--- src/rtl/ds_pkg.sv ---
package ds_pkg;
  localparam int PHASES = 3;
  typedef enum logic {TRK_DIP = 1'b0, TRK_SWELL = 1'b1} trk_kind_e;
endpackage

--- src/rtl/ds_track.sv ---
module ds_track
  import ds_pkg::*;
#(
  parameter int        W    = 24,
  parameter int        CW   = 16,
  parameter trk_kind_e KIND = TRK_DIP
) (
  input  logic          clk,
  input  logic          rst_n,
  input  logic          vld_i,
  input  logic [W-1:0]  val_i,
  input  logic [W-1:0]  thr_i,
  input  logic [CW-1:0] ncyc_i,
  input  logic          mode_i,
  output logic          act_o,
  output logic          irq_o,
  output logic          set_o,
  output logic [W-1:0]  xval_o
);
  logic [CW-1:0] run_in_q, run_in_d, run_out_q, run_out_d;
  logic          act_q, act_d, irq_q, irq_d, set_d;
  logic [W-1:0]  xval_q, xval_d;
  logic          beyond, better, one, in_done, out_done;

  always_comb begin
    beyond   = (KIND == TRK_SWELL) ? (val_i > thr_i)  : (val_i < thr_i);
    better   = (KIND == TRK_SWELL) ? (val_i > xval_q) : (val_i < xval_q);
    one      = (ncyc_i <= {{(CW-1){1'b0}}, 1'b1});
    in_done  = (({1'b0, run_in_q}  + 1'b1) >= {1'b0, ncyc_i});
    out_done = (({1'b0, run_out_q} + 1'b1) >= {1'b0, ncyc_i});
  end

  always_comb begin
    run_in_d  = run_in_q;
    run_out_d = run_out_q;
    act_d     = act_q;
    xval_d    = xval_q;
    irq_d     = 1'b0;
    set_d     = 1'b0;
    if (vld_i) begin
      if (beyond) begin
        run_out_d = '0;
        if (!act_q && (run_in_q == '0)) xval_d = val_i;
        else if (better)                xval_d = val_i;
        if (in_done) begin
          run_in_d = '0;
          if (!act_q) begin
            act_d = 1'b1;
            set_d = 1'b1;
            irq_d = 1'b1;
          end else if (!mode_i) begin
            irq_d = 1'b1;
          end
        end else begin
          run_in_d = run_in_q + 1'b1;
        end
      end else begin
        run_in_d = '0;
        if (act_q) begin
          if (out_done) begin
            run_out_d = '0;
            act_d     = 1'b0;
            if (mode_i || one) irq_d = 1'b1;
            if (one)           xval_d = val_i;
          end else begin
            run_out_d = run_out_q + 1'b1;
          end
        end
      end
    end
  end

  always_ff @(posedge clk or negedge rst_n) begin
    if (!rst_n) begin
      run_in_q  <= '0;
      run_out_q <= '0;
      act_q     <= 1'b0;
      irq_q     <= 1'b0;
      xval_q    <= '0;
    end else begin
      irq_q <= irq_d;
      if (vld_i) begin
        run_in_q  <= run_in_d;
        run_out_q <= run_out_d;
        act_q     <= act_d;
        xval_q    <= xval_d;
      end
    end
  end

  assign act_o  = act_q;
  assign irq_o  = irq_q;
  assign set_o  = set_d;
  assign xval_o = xval_q;

  // an event starts only on a valid, beyond-threshold sample
  p_entry_on_sample_r1: assert property (@(posedge clk) disable iff (!rst_n)
    $rose(act_q) |-> ($past(vld_i) && $past(beyond)));

  // in entry/exit mode a pulse always marks a state change
  p_mode1_edge_only_r7: assert property (@(posedge clk) disable iff (!rst_n)
    (irq_q && $past(mode_i)) |-> (act_q != $past(act_q)));

  // within a continuing event the extreme only moves outward
  p_extreme_monotonic_r4: assert property (@(posedge clk) disable iff (!rst_n)
    (act_q && $past(act_q)) |->
      ((KIND == TRK_SWELL) ? (xval_q >= $past(xval_q)) : (xval_q <= $past(xval_q))));

  // nothing moves without a strobe
  p_idle_hold_r2: assert property (@(posedge clk) disable iff (!rst_n)
    !$past(vld_i) |-> ($stable(act_q) && $stable(xval_q) && !irq_q));
endmodule

--- src/rtl/ds_phase.sv ---
module ds_phase
  import ds_pkg::*;
#(
  parameter int W  = 24,
  parameter int CW = 16
) (
  input  logic          clk,
  input  logic          rst_n,
  input  logic          vld_i,
  input  logic [W-1:0]  val_i,
  input  logic [W-1:0]  dip_thr_i,
  input  logic [W-1:0]  swl_thr_i,
  input  logic [CW-1:0] dip_ncyc_i,
  input  logic [CW-1:0] swl_ncyc_i,
  input  logic          mode_i,
  output logic [1:0]    act_o,
  output logic [1:0]    irq_o,
  output logic [1:0]    set_o,
  output logic [W-1:0]  dip_val_o,
  output logic [W-1:0]  swl_val_o
);
  ds_track #(.W(W), .CW(CW), .KIND(TRK_DIP)) u_dip (
    .clk(clk), .rst_n(rst_n), .vld_i(vld_i), .val_i(val_i),
    .thr_i(dip_thr_i), .ncyc_i(dip_ncyc_i), .mode_i(mode_i),
    .act_o(act_o[0]), .irq_o(irq_o[0]), .set_o(set_o[0]), .xval_o(dip_val_o)
  );

  ds_track #(.W(W), .CW(CW), .KIND(TRK_SWELL)) u_swl (
    .clk(clk), .rst_n(rst_n), .vld_i(vld_i), .val_i(val_i),
    .thr_i(swl_thr_i), .ncyc_i(swl_ncyc_i), .mode_i(mode_i),
    .act_o(act_o[1]), .irq_o(irq_o[1]), .set_o(set_o[1]), .xval_o(swl_val_o)
  );
endmodule

--- src/rtl/ds_combine.sv ---
module ds_combine #(
  parameter int NPH = 3,
  localparam int NT = 2 * NPH
) (
  input  logic          clk,
  input  logic          rst_n,
  input  logic [NT-1:0] act_i,
  input  logic [NT-1:0] irq_i,
  input  logic [NT-1:0] set_i,
  input  logic [NT-1:0] clr_i,
  input  logic [NT-1:0] en_i,
  input  logic [NT-1:0] mask_i,
  output logic [NT-1:0] sts_o,
  output logic          irq_dip_o,
  output logic          irq_swl_o,
  output logic          evt_o
);
  logic [NT-1:0] sts_q, sts_d;
  logic [NT-1:0] irq_g;

  always_comb begin
    sts_d = (sts_q & ~clr_i) | set_i;
    irq_g = irq_i & en_i;
  end

  always_ff @(posedge clk or negedge rst_n) begin
    if (!rst_n) sts_q <= '0;
    else        sts_q <= sts_d;
  end

  assign sts_o     = sts_q;
  assign irq_dip_o = |irq_g[NPH-1:0];
  assign irq_swl_o = |irq_g[NT-1:NPH];
  assign evt_o     = |(act_i & mask_i);

  for (genvar i = 0; i < NT; i++) begin : g_chk
    // a clear without a simultaneous set empties the flag
    p_clear_wins_r3: assert property (@(posedge clk) disable iff (!rst_n)
      (clr_i[i] && !set_i[i]) |=> !sts_q[i]);
    // a set always lands
    p_set_lands_r3: assert property (@(posedge clk) disable iff (!rst_n)
      set_i[i] |=> sts_q[i]);
  end
endmodule

--- src/rtl/dipswell_mon.sv ---
module dipswell_mon
  import ds_pkg::*;
#(
  parameter int W  = 24,
  parameter int CW = 16,
  localparam int NPH = PHASES,
  localparam int NT  = 2 * NPH
) (
  input  logic             clk,
  input  logic             rst_n,
  input  logic [NPH-1:0]   smp_vld,
  input  logic [NPH*W-1:0] smp_val,
  input  logic [W-1:0]     dip_thr,
  input  logic [W-1:0]     swl_thr,
  input  logic [CW-1:0]    dip_ncyc,
  input  logic [CW-1:0]    swl_ncyc,
  input  logic             irq_mode,
  input  logic [NT-1:0]    irq_en,
  input  logic [NT-1:0]    evt_mask,
  input  logic [NT-1:0]    sts_clr,
  output logic [NT-1:0]    sts,
  output logic [NPH*W-1:0] dip_val,
  output logic [NPH*W-1:0] swl_val,
  output logic             irq_dip,
  output logic             irq_swl,
  output logic             evt_o
);
  logic [1:0]    rst_sync_q;
  logic          rst_n_s;
  logic [NT-1:0] act_v, irq_v, set_v;

  always_ff @(posedge clk or negedge rst_n) begin
    if (!rst_n) rst_sync_q <= 2'b00;
    else        rst_sync_q <= {rst_sync_q[0], 1'b1};
  end
  assign rst_n_s = rst_sync_q[1];

  for (genvar p = 0; p < NPH; p++) begin : g_ph
    logic [1:0] act_l, irq_l, set_l;
    ds_phase #(.W(W), .CW(CW)) u_phase (
      .clk(clk), .rst_n(rst_n_s), .vld_i(smp_vld[p]),
      .val_i(smp_val[p*W +: W]),
      .dip_thr_i(dip_thr), .swl_thr_i(swl_thr),
      .dip_ncyc_i(dip_ncyc), .swl_ncyc_i(swl_ncyc), .mode_i(irq_mode),
      .act_o(act_l), .irq_o(irq_l), .set_o(set_l),
      .dip_val_o(dip_val[p*W +: W]), .swl_val_o(swl_val[p*W +: W])
    );
    assign act_v[p]       = act_l[0];
    assign act_v[NPH + p] = act_l[1];
    assign irq_v[p]       = irq_l[0];
    assign irq_v[NPH + p] = irq_l[1];
    assign set_v[p]       = set_l[0];
    assign set_v[NPH + p] = set_l[1];
  end

  ds_combine #(.NPH(NPH)) u_comb (
    .clk(clk), .rst_n(rst_n_s), .act_i(act_v), .irq_i(irq_v), .set_i(set_v),
    .clr_i(sts_clr), .en_i(irq_en), .mask_i(evt_mask),
    .sts_o(sts), .irq_dip_o(irq_dip), .irq_swl_o(irq_swl), .evt_o(evt_o)
  );
endmodule

--- config.mk ---
export PLATFORM = sky130hd
export DESIGN_NAME = dipswell_mon
export DESIGN_NICKNAME = d
export VERILOG_FILES = /design/src/rtl/ds_pkg.sv /design/src/rtl/ds_track.sv /design/src/rtl/ds_phase.sv /design/src/rtl/ds_combine.sv /design/src/rtl/dipswell_mon.sv
export SDC_FILE = /design/constraint.sdc
export NUM_CORES = 1
export LEC_CHECK = 0
export BUFFER_PORTS_ARGS = -buffer_cell sky130_fd_sc_hd__buf_2
export CORE_MARGIN = 3
export CORE_UTILIZATION = 30
export DETAILED_ROUTE_END_ITERATION = 6
export SLEW_MARGIN = 20
export SYNTH_ARGS = -nofsm -noshare
export SYNTH_HDL_FRONTEND = slang
export SYNTH_SLANG_ARGS = --single-unit
--- constraint.sdc ---
create_clock -name clk -period 13.5 [get_ports clk]
set_input_delay 1.35 -clock clk [delete_from_list [all_inputs] [get_ports clk]]
set_output_delay 1.35 -clock clk [all_outputs]
set_load 0.03 [all_outputs]
==> results of run 1 <==
-- layout by cell type (no fill, tap or decap), drive strengths merged, types with 20 or more instances in the layout --
cell type	netlist	routed
nor3	39	39
nand2b	37	37
nand3	165	165
nor4	41	41
xnor2	101	101
nand4	110	110
a22o	46	46
nand2	221	221
dfrtp	356	356
a21oi	156	156
buf	37	351
and3	60	60
a211oi	24	24
nor2	107	107
ha	492	492
xor2	59	59
inv	293	293
mux2	146	146
a21o	64	64
o2bb2ai	20	20
o21ai	149	149
clkbuf	51	68
nor2b	33	33
o211ai	20	20
-- final timing paths --
kind                                                     from  cells past startpoint                            endpoint
hold / removal                                  rst_sync_q[0]                      0                       rst_sync_q[1]
max in group asynchronous                       rst_sync_q[1]                      3  g_ph[0].u_phase.u_dip.run_in_q[12]
setup reg to reg           g_ph[2].u_phase.u_swl.run_out_q[0]                     17    g_ph[2].u_phase.u_swl.xval_o[13]
setup / recovery           g_ph[2].u_phase.u_swl.run_out_q[0]                     17    g_ph[2].u_phase.u_swl.xval_o[13]
hold reg to reg                                 rst_sync_q[0]                      0                       rst_sync_q[1]
min in group asynchronous                       rst_sync_q[1]                      0     g_ph[0].u_phase.u_dip.xval_o[9]
-- metrics by stage --
stage,hold slack [ns],area (um^2)
final,0.345,33400
after global routing,0.353,33400
after global placement,0.336,31900
after detailed placement,0.336,31900
after floorplan,0.331,29000
after CTS,0.347,33400
-- sequential cells by signal (all words and copies together), names as in the netlist --
name                          flops
g_ph.u_phase.u_dip.run_out_q     48
g_ph.u_phase.u_dip.xval_o        72
g_ph.u_phase.u_swl.irq_o          3
g_ph.u_phase.u_swl.run_out_q     48
u_comb.sts_o                      6
rst_sync_q                        2
g_ph.u_phase.u_dip.act_o          3
g_ph.u_phase.u_dip.irq_o          3
g_ph.u_phase.u_swl.run_in_q      48
g_ph.u_phase.u_swl.xval_o        72
g_ph.u_phase.u_dip.run_in_q      48
g_ph.u_phase.u_swl.act_o          3
-- kinds of logic after synthesis --
family	after synthesis	share of synthesized area, %
AOI/OAI and AO/OA	650	15.4
xor gates and xnor gates	160	4.84
adders and majority gates	492	21.3
buffers and inverters	381	5.51
DFF	356	30.8
muxes	152	6.52
other	1	0.0129
and+or+nand+nor	870	15.7
-- power by group --
| part | switching, uW | internal (uW) |
|---|---|---|
| Clock | 521 | 767 |
| Sequential | 242 | 1310 |
| Combinational | 1280 | 753 |
| Total | 2050 | 2830 |
-- per-layer routing --
| metal | global-route usage [%] | vias up |
|---|---|---|
| met1 | 25.2 | 11966 |
| met4 | 5.86 | 12 |
| li1 | - | 11840 |
| met2 | 31.2 | 687 |
| met3 | 3.53 | 160 |
| met5 | 0 | - |
-- area by class of cell --
class                   count  area, um^2
fillers                  9784       61900
multi-input cells        2325       18500
flip-flops and latches    356        8910
repair buffers            351        1820
well taps                1265        1580
clock buffers              68        1350
inverters                 293        1100
clock inverters            13         209
diodes                      3        7.51
-- worst max-delay path, stage by stage, from the launching register on --
cell and delay [ns]:
dfrtp_1 0.43, ha_1 0.25, nand3_1 0.21, inv_1 0.10, nand3_1 0.14, inv_1 0.13
nand3_1 0.20, nor2_1 0.18, xor2_1 0.23, ha_1 0.29, a21oi_1 0.12, o21ai_0 0.11
a221oi_1 0.32, nand4_1 0.30, nand3_1 0.23, nor2_2 0.07, o21ai_4 0.77, mux2_2 0.42
==> key figures, run 1 <==
Placed design
  • Post-DP HPWL: 75,500 um
  • IO Port Bufs: 328
  • Inst Count DP: 4,590
  • GPL Wtd Cong: 0.920
  • DP Worst Slack: 8.37 ns

Clock tree
  • CTS clk-pin slew, worst paths: 0.07 ns
  • Post-CTS sizing: 0
  • Post-CTS Setup Bufs: 0
  • CTS tree: built
  • Worst-Skew Late Latency: 0.61 ns
  • Clk buf depth: 3
  • Post-CTS Hold Buffers: 0
  • CTS Buf Count: 47
  • Num Clock Sinks: 356
  • H-Tree Depth: 2
  • CTS root buffer: clkbuf_16

STA
  • Setup TNS: 0 ns
  • RSZ-0062 raised after global routing: no
  • Worst slew pin tran: 1.05 ns
  • Setup-failing EPs final: 0
  • Max_slew headroom: 29.7%
  • Period utilization: 34.5%
  • Max Fclk: 0.215 GHz
  • Clk_skew: 0.0484 ns
  • Fin worst setup slack: 8.85 ns
  • Max-slew violations: 0
  • Final min period: 4.65 ns
  • Final Hold Fails: 0

Synth
  • Top-count cell post-synth: ha_1
  • Yosys warning count: 0
  • Mapped Cells: 3,062
  • Synth area leader: dfrtp_1
  • Syn_area_per_cell: 9.46 um^2
  • Unique cell type count in the Yosys netlist: 92
  • Yosys top cell area share: 30.8%
  • Synth cell count leaders: ha_1 (492), dfrtp_1 (356), inv_1 (293), nand2_1 (220), nand3_1 (164)
  • Post-synthesis sequential area ratio: 30.8%
  • Synth top area cells: dfrtp_1 (31%), ha_1 (21%), inv_1 (3.8%), xnor2_1 (3.1%), nand2_1 (2.9%)
  • Top FF cell, synth: dfrtp_1
  • Syn_nets: 3,730
  • #FFs+latches synth: 356
  • Post-synth EDFFs: 0
  • Post-Syn Area: 29,000 um^2
  • Asr flop ratio synth: 100%

Route
  • Vias: 24,665
  • Per-cell routed wire length: 20.8 um
  • Via density: 5.28
  • Met2 WL post-DR: 44,900 um
  • Final WL: 97,400 um
  • DRC Markers: 0
  • Wire length on met1: 43,300 um
  • 1st-iter DRT viols: 1,718
  • DR top layer: met5
  • Met3 wire len: 5990 um
  • Pre-antenna DRT Iters: 5
  • Antenna-violating nets left: 0

Power
  • Power per cell area: 146 nW/um^2
  • Power, Total: 4870 uW
  • VDD IR max: 0.000161 V
  • LEAKAGE: 0.0169 uW

Floorplan
  • Cell Rows: 113
  • # IOs: 329
  • Die width: 317 um
  • Starting Density: 30.4%
  • Die area: 100,000 um^2
  • Core Box Area: 95,300 um^2
  • Die height: 317 um

Run status
  • Status: finished, final reports clean

Global routing
  • Initial antenna violation count: 13
  • Largest net degree at the start of global routing: 74
  • All-Layer GR Usage: 19.0%
  • First-pass GRT wire length: 147,000 um
  • Vias in the first global route: 24,083
  • Gr ovfl total: 0

Critical path
  • Worst Path Required: 13.99 ns
  • CP Class: reg2reg
  • Register-to-register setup slack: 8.85 ns
  • Crit Path Max Fanout: 24
  • Crit start category: flip-flop
  • Worst Setup End Kind: flip-flop
  • Worst Path Arrival: 5.14 ns

Final layout
  • P&R area growth vs syn: 15.5%
  • Layout Cells excl Fill: 4,674
  • Final core utilization: 35.1%
  • Nets: 4,042
  • Share of cells above drive strength 1: 17.3%

Hold path
  • Hold Path Class: reg2reg

Flow run
  • # Max-Cap Violations: 0
(Power assumes the default switching activity.)
==> run 2, diff against run 1 <==
- clock period: 13.5 -> 4.4 ns (I/O delays scaled with it)
==> run 2 against run 1 <==
Cell count rose by 0.86%; critical path depth increased by 1; die area unchanged; total power grew to 3.1 times the previous value; core utilization grew 0.41 points; combinational power rose to 3.1 times the previous value; largest cell class unchanged.
==> key figures, run 2 (synthesized netlist as in run 1, its figures left out) <==
Floorplan
  • Die area: 100,000 um^2 (unchanged)
  • Die width: 317 um (unchanged)
  • Die height: 317 um (unchanged)
  • Core Box Area: 95,300 um^2 (unchanged)
  • Starting Density: 30.4% (unchanged)
  • # IOs: 329 (unchanged)
  • Cell Rows: 113 (unchanged)

Clock tree
  • Num Clock Sinks: 356 (unchanged)
  • CTS tree: built (unchanged)
  • Worst-Skew Late Latency: 0.62 ns (was 0.61 ns)
  • CTS Buf Count: 48 (was 47)
  • CTS clk-pin slew, worst paths: 0.05 ns (was 0.07 ns)
  • Post-CTS Setup Bufs: 0 (unchanged)
  • H-Tree Depth: 2 (unchanged)
  • Clk buf depth: 3 (unchanged)
  • CTS root buffer: clkbuf_16 (unchanged)

STA
  • Max_slew headroom: 34.2% (was 29.7%)
  • Max Fclk: 0.251 GHz (was 0.215 GHz)
  • Clk_skew: 0.0603 ns (was 0.0484 ns)
  • Period utilization: 90.4% (was 34.5%)
  • Final Hold Fails: 0 (unchanged)
  • Worst slew pin tran: 0.982 ns (was 1.05 ns)
  • Max-slew violations: 0 (unchanged)
  • Setup TNS: 0 ns (unchanged)
  • Setup-failing EPs final: 0 (unchanged)
  • Final min period: 3.98 ns (was 4.65 ns)
  • RSZ-0062 raised after global routing: no (unchanged)
  • Fin Hold WS: 0.0385 ns (was 0.345 ns)

Route
  • Per-cell routed wire length: 20.4 um (was 20.8 um)
  • DRC Markers: 0 (unchanged)
  • Via density: 5.20 (was 5.28)
  • Antenna-violating nets left: 0 (unchanged)
  • Final WL: 96,200 um (was 97,400 um)
  • 1st-iter DRT viols: 1,421 (was 1,718)
  • Vias: 24,515 (was 24,665)
  • Pre-antenna DRT Iters: 6 (was 5)

Global routing
  • All-Layer GR Usage: 18.8% (was 19.0%)
  • Initial antenna violation count: 18 (was 13)
  • First-pass GRT wire length: 145,000 um (was 147,000 um)
  • Gr ovfl total: 0 (unchanged)
  • Vias in the first global route: 23,853 (was 24,083)
  • Largest net degree at the start of global routing: 96 (was 74)

Critical path
  • Crit start category: flip-flop (unchanged)
  • Worst r2r dst: g_ph[2].u_phase.u_swl.run_out_q[8] (was g_ph[2].u_phase.u_swl.xval_o[13])
  • Worst Path Required: 4.87 ns (was 13.99 ns)
  • RR Startpoint: g_ph[2].u_phase.u_swl.run_out_q[0] (unchanged)
  • CP Class: reg2reg (unchanged)
  • Worst Setup End Kind: flip-flop (unchanged)
  • FF-to-FF path depth: 18 (was 17)
  • Worst Path Arrival: 4.45 ns (was 5.14 ns)
  • Crit Path Max Fanout: 10 (was 24)
  • Register-to-register setup slack: 0.42 ns (was 8.85 ns)

Power
  • VDD IR max: 0.000433 V (was 0.000161 V)
  • Power, Total: 15,100 uW (was 4870 uW)
  • LEAKAGE: 0.0171 uW (was 0.0169 uW)
  • Power per cell area: 446 nW/um^2 (was 146 nW/um^2)

Final layout
  • Leading cell type in the layout, fill and taps excluded: ha_1 (unchanged)
  • P&R area growth vs syn: 16.8% (was 15.5%)
  • Nets: 4,068 (was 4,042)
  • Fill count: 9,829 (was 9,784)
  • Commonest non-fill, non-tap cells in the layout: ha_1 (492), dfrtp_1 (355), buf_2 (328), inv_1 (293), nand2_1 (220) (unchanged)
  • Layout Cells excl Fill: 4,714 (was 4,674)
  • Share of cells above drive strength 1: 18.0% (was 17.3%)
  • Final core utilization: 35.5% (was 35.1%)

Placed design
  • Post-DP HPWL: 75,100 um (was 75,500 um)
  • IO Port Bufs: 328 (unchanged)
  • Inst Count DP: 4,612 (was 4,590)
  • GPL Wtd Cong: 0.918 (was 0.920)

Hold path
  • WHS Path Cells: 2 (was 0)
  • Hold Path Class: in2reg (was reg2reg)
  • Hold_sp: sts_clr[1] (was rst_sync_q[0])
  • Min-Delay Endpoint: u_comb.sts_o[1] (was rst_sync_q[1])

Flow run
  • # Max-Cap Violations: 0 (unchanged)

Run status
  • Status: finished, final reports clean (unchanged)
[run 2: cell types whose count changed in the layout (fill, tap and decap cells not counted), sizes merged]
cell	change
buf	+22
diode	+10
clkbuf	-7
clkinvlp	+7
dlygate4sd3	+3
bufinv	+2
clkinv	+2
inv	+1
[run 2: report_power, final]
group          internal [uW]  leakage [uW]  switching [uW]
Clock                   2440      0.000780            1640
Combinational           2350        0.0117            3930
Sequential              4010       0.00461             701
[run 2: critical path, stage by stage, from the launching register on]
cell	delay, ns
dfrtp_1	0.41
ha_1	0.25
nand3_1	0.20
inv_1	0.10
nand3_1	0.15
inv_1	0.12
nand3_1	0.20
nor2_1	0.19
xnor2_1	0.10
ha_1	0.32
nand4_1	0.16
o41ai_1	0.40
nand2_1	0.10
nand4_1	0.14
buf_4	0.17
nand2b_1	0.28
nor2_1	0.10
buf_4	0.19
a221o_1	0.29
[run 2: cell type report]
class                      count  area, um^2  share of cell area (%)
antenna                       13        32.5                  0.0962
clock inverter                25         350                    1.04
inverter                     293        1100                    3.25
multi-input combinational   2325       18500                    54.6
clock buffer                  61        1290                    3.81
timing repair buffer         376        2100                    6.20
sequential                   356        8910                    26.3
tap                         1265        1580                    4.68
[run 2: worst max-delay path by stage]
stage	from	endpoint	slack, ns	depth (start not counted)
floorplan	g_ph[0].u_phase.u_dip.run_out_q[0]	g_ph[0].u_phase.u_dip.xval_o[10]	0.82	17
global placement	g_ph[0].u_phase.u_dip.run_out_q[0]	g_ph[0].u_phase.u_dip.xval_o[1]	0.52	16
detailed placement	g_ph[0].u_phase.u_dip.run_out_q[0]	g_ph[0].u_phase.u_dip.xval_o[1]	0.45	16
CTS	g_ph[2].u_phase.u_swl.run_out_q[0]	g_ph[2].u_phase.u_swl.xval_o[3]	0.45	18
global route	g_ph[2].u_phase.u_swl.run_out_q[0]	g_ph[2].u_phase.u_swl.run_out_q[5]	0.006	18
finish	g_ph[2].u_phase.u_swl.run_out_q[0]	g_ph[2].u_phase.u_swl.run_out_q[8]	0.42	18
[run 2: timing repair]
item                       in CTS  in global routing
hold endpoints to repair        4                  0
hold buffers                    3                  0
gates resized for setup         0                  1
setup endpoints to repair       0                  1
[run 2: routing by layer]
metal / vias to the layer above / share of wire (%) / wire (um) / global-route usage, %
met3: 173 / 7.4 / 7130 / 4.71
met2: 682 / 45 / 43200 / 30.3
met5: - / 0.053 / 51 / 0
li1: 11904 / - / - / -
met1: 11746 / 44 / 42000 / 24.5
met4: 10 / 4.0 / 3820 / 6.94
[run 2: through the flow]
stage          cell area [um^2]  setup slack (ns)
3_3_place_gp              32100             0.518
6_report                  33800             0.423
2_1_floorplan             29000             0.824
3_5_place_dp              32100             0.454
5_1_grt                   33800           0.00576
4_1_cts                   33800             0.455
